===== config.mk =====
export PLATFORM = sky130hd
export DESIGN_NAME = flash_stat_poller
export DESIGN_NICKNAME = d
export VERILOG_FILES = /design/src/rtl/poll_pkg.sv /design/src/rtl/poll_cmp.sv /design/src/rtl/poll_gap_timer.sv /design/src/rtl/poll_ctrl.sv /design/src/rtl/flash_stat_poller.sv
export SDC_FILE = /design/constraint.sdc
export NUM_CORES = 1
export LEC_CHECK = 0
export ABC_CLOCK_PERIOD_IN_PS = 4750
export BUFFER_PORTS_ARGS = -buffer_cell sky130_fd_sc_hd__buf_2
export CAP_MARGIN = 10
export CORE_ASPECT_RATIO = 1.2
export CORE_MARGIN = 5
export CORE_UTILIZATION = 48
export DETAILED_ROUTE_END_ITERATION = 16
export PLACE_DENSITY = 0.88
export SYNTH_ARGS = -nofsm -noshare
export SYNTH_HDL_FRONTEND = slang
export SYNTH_SLANG_ARGS = --single-unit

===== constraint.sdc =====
create_clock -name clk -period 4.75 [get_ports clk]
set_input_delay 0.95 -clock clk [delete_from_list [all_inputs] [get_ports clk]]
set_output_delay 0.95 -clock clk [all_outputs]
set_load 0.005 [all_outputs]

===== src/rtl/poll_pkg.sv =====
package poll_pkg;
  typedef enum logic [1:0] {
    PS_IDLE  = 2'd0,
    PS_ISSUE = 2'd1,
    PS_WAIT  = 2'd2,
    PS_GAP   = 2'd3
  } poll_state_e;
endpackage


===== src/rtl/poll_cmp.sv =====
module poll_cmp #(
  parameter int DATA_W = 32,
  parameter int SIZE_W = 2
) (
  input  logic [DATA_W-1:0] rdata,
  input  logic [DATA_W-1:0] match_val,
  input  logic [DATA_W-1:0] mask,
  input  logic [SIZE_W-1:0] size_m1,
  input  logic              or_mode,
  output logic              hit,
  output logic [DATA_W-1:0] kept
);
  localparam int NBYTES = DATA_W / 8;

  // Byte lanes up to and including size_m1 are kept.
  function automatic logic [DATA_W-1:0] lane_keep(input logic [SIZE_W-1:0] sz);
    logic [DATA_W-1:0] k;
    k = '0;
    for (int b = 0; b < NBYTES; b++) begin
      if (b <= int'(sz)) k[b*8 +: 8] = 8'hFF;
    end
    return k;
  endfunction

  function automatic logic all_equal(input logic [DATA_W-1:0] d,
                                     input logic [DATA_W-1:0] m,
                                     input logic [DATA_W-1:0] k);
    return ((d ^ m) & k) == '0;
  endfunction

  function automatic logic any_equal(input logic [DATA_W-1:0] d,
                                     input logic [DATA_W-1:0] m,
                                     input logic [DATA_W-1:0] k);
    return |(~(d ^ m) & k);
  endfunction

  logic [DATA_W-1:0] keep;
  logic [DATA_W-1:0] eff_mask;

  always_comb begin
    keep     = lane_keep(size_m1);
    eff_mask = mask & keep;
    kept     = rdata & keep;
    hit      = or_mode ? any_equal(rdata, match_val, eff_mask)
                       : all_equal(rdata, match_val, eff_mask);
  end
endmodule


===== src/rtl/poll_gap_timer.sv =====
module poll_gap_timer #(
  parameter int GAP_W = 16
) (
  input  logic             clk,
  input  logic             rst_n,
  input  logic             load,
  input  logic [GAP_W-1:0] load_val,
  input  logic             dec,
  output logic             zero
);
  logic [GAP_W-1:0] cnt;

  always_ff @(posedge clk or negedge rst_n) begin
    if (!rst_n)                  cnt <= '0;
    else if (load)               cnt <= load_val;
    else if (dec && cnt != '0)   cnt <= cnt - 1'b1;
  end

  assign zero = (cnt == '0);
endmodule


===== src/rtl/poll_ctrl.sv =====
module poll_ctrl
  import poll_pkg::*;
(
  input  logic clk,
  input  logic rst_n,
  input  logic enable,
  input  logic start,
  input  logic abort,
  input  logic cmp_hit,
  input  logic auto_stop,
  input  logic gap_none,
  input  logic timer_zero,
  input  logic seq_done,
  output logic seq_start,
  output logic busy,
  output logic read_end,
  output logic gap_load,
  output logic gap_dec
);
  poll_state_e st, nxt;
  logic        pend;
  logic        stop_req;

  assign stop_req = abort || !enable;

  always_comb begin
    nxt      = st;
    gap_load = 1'b0;
    gap_dec  = 1'b0;
    case (st)
      PS_IDLE:  if (start && enable && !abort) nxt = PS_ISSUE;
      PS_ISSUE: nxt = PS_WAIT;
      PS_WAIT: begin
        if (seq_done) begin
          if ((cmp_hit && auto_stop) || pend || stop_req) nxt = PS_IDLE;
          else if (gap_none) nxt = PS_ISSUE;
          else begin
            nxt      = PS_GAP;
            gap_load = 1'b1;
          end
        end
      end
      PS_GAP: begin
        if (stop_req)        nxt = PS_IDLE;
        else if (timer_zero) nxt = PS_ISSUE;
        else                 gap_dec = 1'b1;
      end
      default: nxt = PS_IDLE;
    endcase
  end

  always_ff @(posedge clk or negedge rst_n) begin
    if (!rst_n) begin
      st   <= PS_IDLE;
      pend <= 1'b0;
    end else begin
      st <= nxt;
      if (nxt == PS_IDLE) pend <= 1'b0;
      else if ((st == PS_ISSUE || st == PS_WAIT) && stop_req) pend <= 1'b1;
    end
  end

  assign seq_start = (st == PS_ISSUE);
  assign busy      = (st != PS_IDLE);
  assign read_end  = (st == PS_WAIT) && seq_done;


  start_single_chk: assert property (@(posedge clk) disable iff (!rst_n)
    seq_start |=> !seq_start);

  busy_rise_chk: assert property (@(posedge clk) disable iff (!rst_n)
    $rose(busy) |-> $past(start) && $past(enable));

  abort_drain_chk: assert property (@(posedge clk) disable iff (!rst_n)
    (read_end && pend) |=> !busy);
endmodule


===== src/rtl/flash_stat_poller.sv =====
module flash_stat_poller #(
  parameter int DATA_W = 32,
  parameter int GAP_W  = 16
) (
  input  logic                              clk,
  input  logic                              rst_n,
  input  logic                              enable,
  input  logic                              start,
  input  logic                              abort,
  input  logic [DATA_W-1:0]                 cfg_match,
  input  logic [DATA_W-1:0]                 cfg_mask,
  input  logic [$clog2(DATA_W/8)-1:0]       cfg_size,
  input  logic                              cfg_or_mode,
  input  logic                              cfg_auto_stop,
  input  logic [GAP_W-1:0]                  cfg_gap,
  input  logic                              match_clr,
  output logic                              seq_start,
  input  logic                              seq_done,
  input  logic [DATA_W-1:0]                 seq_rdata,
  output logic                              match_flag,
  output logic                              busy,
  output logic [DATA_W-1:0]                 last_status
);
  localparam int SIZE_W = $clog2(DATA_W/8);

  logic              cmp_hit;
  logic [DATA_W-1:0] cmp_kept;
  logic              read_end;
  logic              match_hit;
  logic              gap_load;
  logic              gap_dec;
  logic              timer_zero;
  logic [GAP_W-1:0]  gap_reload;

  assign gap_reload = cfg_gap - {{(GAP_W-1){1'b0}}, 1'b1};

  poll_cmp #(.DATA_W(DATA_W), .SIZE_W(SIZE_W)) u_cmp (
    .rdata     (seq_rdata),
    .match_val (cfg_match),
    .mask      (cfg_mask),
    .size_m1   (cfg_size),
    .or_mode   (cfg_or_mode),
    .hit       (cmp_hit),
    .kept      (cmp_kept)
  );

  poll_gap_timer #(.GAP_W(GAP_W)) u_gap (
    .clk      (clk),
    .rst_n    (rst_n),
    .load     (gap_load),
    .load_val (gap_reload),
    .dec      (gap_dec),
    .zero     (timer_zero)
  );

  poll_ctrl u_ctrl (
    .clk        (clk),
    .rst_n      (rst_n),
    .enable     (enable),
    .start      (start),
    .abort      (abort),
    .cmp_hit    (cmp_hit),
    .auto_stop  (cfg_auto_stop),
    .gap_none   (cfg_gap == '0),
    .timer_zero (timer_zero),
    .seq_done   (seq_done),
    .seq_start  (seq_start),
    .busy       (busy),
    .read_end   (read_end),
    .gap_load   (gap_load),
    .gap_dec    (gap_dec)
  );

  assign match_hit = read_end && cmp_hit;

  always_ff @(posedge clk or negedge rst_n) begin
    if (!rst_n) begin
      last_status <= '0;
      match_flag  <= 1'b0;
    end else begin
      if (read_end)       last_status <= cmp_kept;
      if (match_hit)      match_flag  <= 1'b1;
      else if (match_clr) match_flag  <= 1'b0;
    end
  end


  auto_stop_chk: assert property (@(posedge clk) disable iff (!rst_n)
    (match_hit && cfg_auto_stop) |=> (!busy && !seq_start));

  flag_set_chk: assert property (@(posedge clk) disable iff (!rst_n)
    match_hit |=> match_flag);

  flag_sticky_chk: assert property (@(posedge clk) disable iff (!rst_n)
    (match_flag && !match_clr) |=> match_flag);

  or_zero_mask_chk: assert property (@(posedge clk) disable iff (!rst_n)
    (read_end && cfg_or_mode && cfg_mask == '0) |-> !match_hit);
endmodule


==> results by group <==
Outcome
  • Outcome: completed

Setup path
  • Crit-path max cell delay: 0.63 ns
  • Crit path max fanout: 4
  • Critical path class: in2reg
  • WP data arrival: about 4.6 ns
  • R2R depth: 14
  • Worst setup SP type: input pin
  • Crit path from: cfg_gap[2]
  • CP top delay family: simple AND/OR/NAND/NOR gates
  • CP bufs+invs: 2
  • Crit-path slowest cell: or4b_2
  • R2r setup slk: about 1.1 ns
  • FF-to-FF End: u_gap.cnt[14]
  • CP cell instances: buf_2 > nor3_2 > nand2_2 > or4_4 > or3b_4 > o41ai_2 > a31o_1 > mux2i_1 > ha_1 > inv_1 > or4b_2 > nor3_1 > nor4bb_1 > xnor2_1 > o21ai_0
  • WP data required: roughly 5 ns
  • Worst R2R Start: u_ctrl.st[0]
  • CP Capture Type: flop

Floorplan
  • Core Box Area: 0.00690 sq mm
  • Die W: ~87 um
  • Initial Utilization: around 50%
  • Top-Level Pins: between 150 and 200
  • # rows: 33
  • Die H: a little over 100 um
  • Die area: 0.00897 sq mm

Cells and area
  • # fillers: about 570
  • Post-route non-filler standard cell count: roughly 630
  • Final core utilization: roughly 64%
  • Area delta synth->final: 27.6%
  • Share of post-route cells with drive strength above 1: about a third
  • Nets: about 670

CTS
  • Cts repair resizes: 0
  • H-tree depth: 2
  • Clock latency on the worst-skew pair: roughly 0.3 ns
  • CTS Hold Bufs: 0
  • Clock sink count: 52
  • Clock buffer count from CTS: 5
  • Root Driver: clkbuf_8
  • Clock-pin slew on the worst setup and hold paths: roughly 0.090 ns
  • Clock buffer depth: 2
  • TritonCTS clock tree: built
  • Post-CTS setup buffer count: 0

Place
  • PortBufs: around 160
  • Post-Place Cells: about 620
  • Placer Congestion: roughly 0.91
  • Pre-CTS WS: -0.0321 ns
  • Hpwl dp: between 9 and 10 mm

Yosys
  • Syn Area/Cell: around 9.0 sq um
  • Area leader, netlist: dfrtp_1
  • Mapped cell area: 0.00344 sq mm
  • Share of the synthesized area in the top cell type: between 30% and 40%
  • Count leader, synth: dfrtp_1
  • Yosys warning total: 0
  • EDFF count, synth: 0
  • Mapped Cells: roughly 380
  • Area contributors post-synth: dfrtp_1 38%, xnor2_1 9.7%, xor2_1 5.9%
  • Cell variety after synth: between 40 and 50
  • Flops & latches, synth: 52
  • Post-synth net total: slightly above 500
  • Commonest cells post-synth: 52 x dfrtp_1, 41 x nand2_1, 38 x xnor2_1
  • Async SR Flop Fraction: 100%
  • Synth Flop Type: dfrtp_1
  • Register area share after synthesis: a little under two fifths

Route
  • Drt wl/cell: about 17 um
  • Vias: 3569
  • Routed WL: about 11 mm
  • Via density: 5.68
  • Remaining routing DRC violations: 0
  • Drt pass-1 iters: 5
  • Initial DRC Count: ~170
  • Routed Antenna Nets: 0

Global routing
  • GRT overflow: 0
  • Largest net degree at the start of global routing: 53
  • Initial antenna violation count: 1
  • Total GRT Usage: approximately a quarter
  • First-pass GRT wire length: between 15 and 20 mm
  • Number of global-route vias before repair: 3845

Timing
  • Slew headroom: a little over half
  • Final hold slack: 0.482 ns
  • Final WS setup: a little under 0.3 ns
  • Final worst path period share: between 90 and 100%
  • Slew Viols, Final: 0
  • Fin crit period: around 4.5 ns
  • RSZ-0062 raised after global routing: false
  • Worst slew pin tran: 0.689 ns
  • Clock Skews: roughly 0.0065 ns
  • Setup-failing EPs final: 0
  • Final Hold Viols: 0
  • Setup TNS: 0 ns
  • Max Freq: about 220 MHz

Pwr
  • Power per cell area: between 400 and 500 mW/mm^2
  • Max IR drop VDD: about 0.21 mV
  • Leak: between 2 and 2.5 nW

Worst hold path
  • Worst Hold Depth: 2
  • Worst hold start: last_status[23]
  • Worst Hold End: last_status[23]
  • Hold Path Class: reg2reg

Job
  • Maxcap violations: 0
metrics by stage:
| stage | instance area [sq um] | total power [mW] |
|---|---|---|
| 3_3_place_gp | 4300 | 1.51 |
| 3_5_place_dp | 4300 | 1.55 |
| 4_1_cts | 4390 | 1.81 |
| 2_1_floorplan | 3440 | 1.20 |
| 6_report | 4390 | 1.79 |
| 5_1_grt | 4390 | 1.94 |
placed cells by master (no fill, tap or decap), types with 14 or more instances in the layout:
master     n
buf_2    157
dfrtp_1   52
nand2_1   41
xnor2_1   38
inv_1     29
o21ai_0   27
nor2_1    24
xor2_1    23
a22o_1    16
a21oi_1   14
worst min-delay path: stages, from the launching register on:
cell	delay [ns]
dfrtp_1	0.35
nand2_1	0.04
o21ai_0	0.06
worst max-delay path by stage:
stage,end,slack (ns),cells after the start
detailed placement,u_gap.cnt[14],-0.03,15
global route,u_gap.cnt[12],0.02,17
finish,u_gap.cnt[14],0.30,15
global placement,u_gap.cnt[14],0.08,15
CTS,u_gap.cnt[14],0.29,15
floorplan,u_gap.cnt[14],0.05,16
metal layers:
| metal | share of wire, % | track usage [%] | up-vias | wire (um) |
|---|---|---|---|---|
| met1 | 34 | 25.5 | 1659 | 3700 |
| met5 | 0 | 0 | - | 0 |
| met3 | 11 | 8.07 | 28 | 1210 |
| met2 | 52 | 46.4 | 205 | 5640 |
| met4 | 3.0 | 9.80 | 0 | 325 |
| li1 | - | - | 1677 | - |
report_power, final:
| group | internal [mW] | total (mW) | leakage [nW] | switching, mW |
|---|---|---|---|---|
| clock | 0.105 | 0.251 | 0.0414 | 0.145 |
| combinational | 0.389 | 0.756 | 1.48 | 0.368 |
| sequential | 0.638 | 0.784 | 0.664 | 0.146 |
| total | 1.13 | 1.79 | 2.19 | 0.659 |
state kept, by name (all words and copies together) (netlist names):
signal / count
last_status: 32
u_gap.cnt: 16
u_ctrl.st: 2
match_flag: 1
u_ctrl.pend: 1
kinds of logic (layout without fill, tap and decap cells):
| logic type | after synthesis | count (layout) | share of synthesized area [%] |
|---|---|---|---|
| other | 0 | 1 | 0 |
| buffers and inverters | 41 | 200 | 5.53 |
| and+or+nand+nor | 112 | 112 | 15.8 |
| AOI/OAI and AO/OA | 99 | 99 | 19.9 |
| DFF | 52 | 52 | 37.8 |
| adders and majority gates | 6 | 6 | 2.18 |
| xor gates and xnor gates | 61 | 61 | 15.5 |
| muxes | 10 | 10 | 3.20 |
area by class of cell:
type | count | area, sq um | share of cell area [%]
clock inverter | 2 | 16.3 | 0.371
timing repair buffer | 163 | 831 | 18.9
clock buffer | 6 | 72.6 | 1.65
sequential | 52 | 1300 | 29.6
tap | 87 | 109 | 2.48
multi-input combinational | 288 | 1950 | 44.4
antenna | 1 | 2.50 | 0.0570
inverter | 29 | 109 | 2.48
No activity file was read; power rests on OpenSTA's default activity.
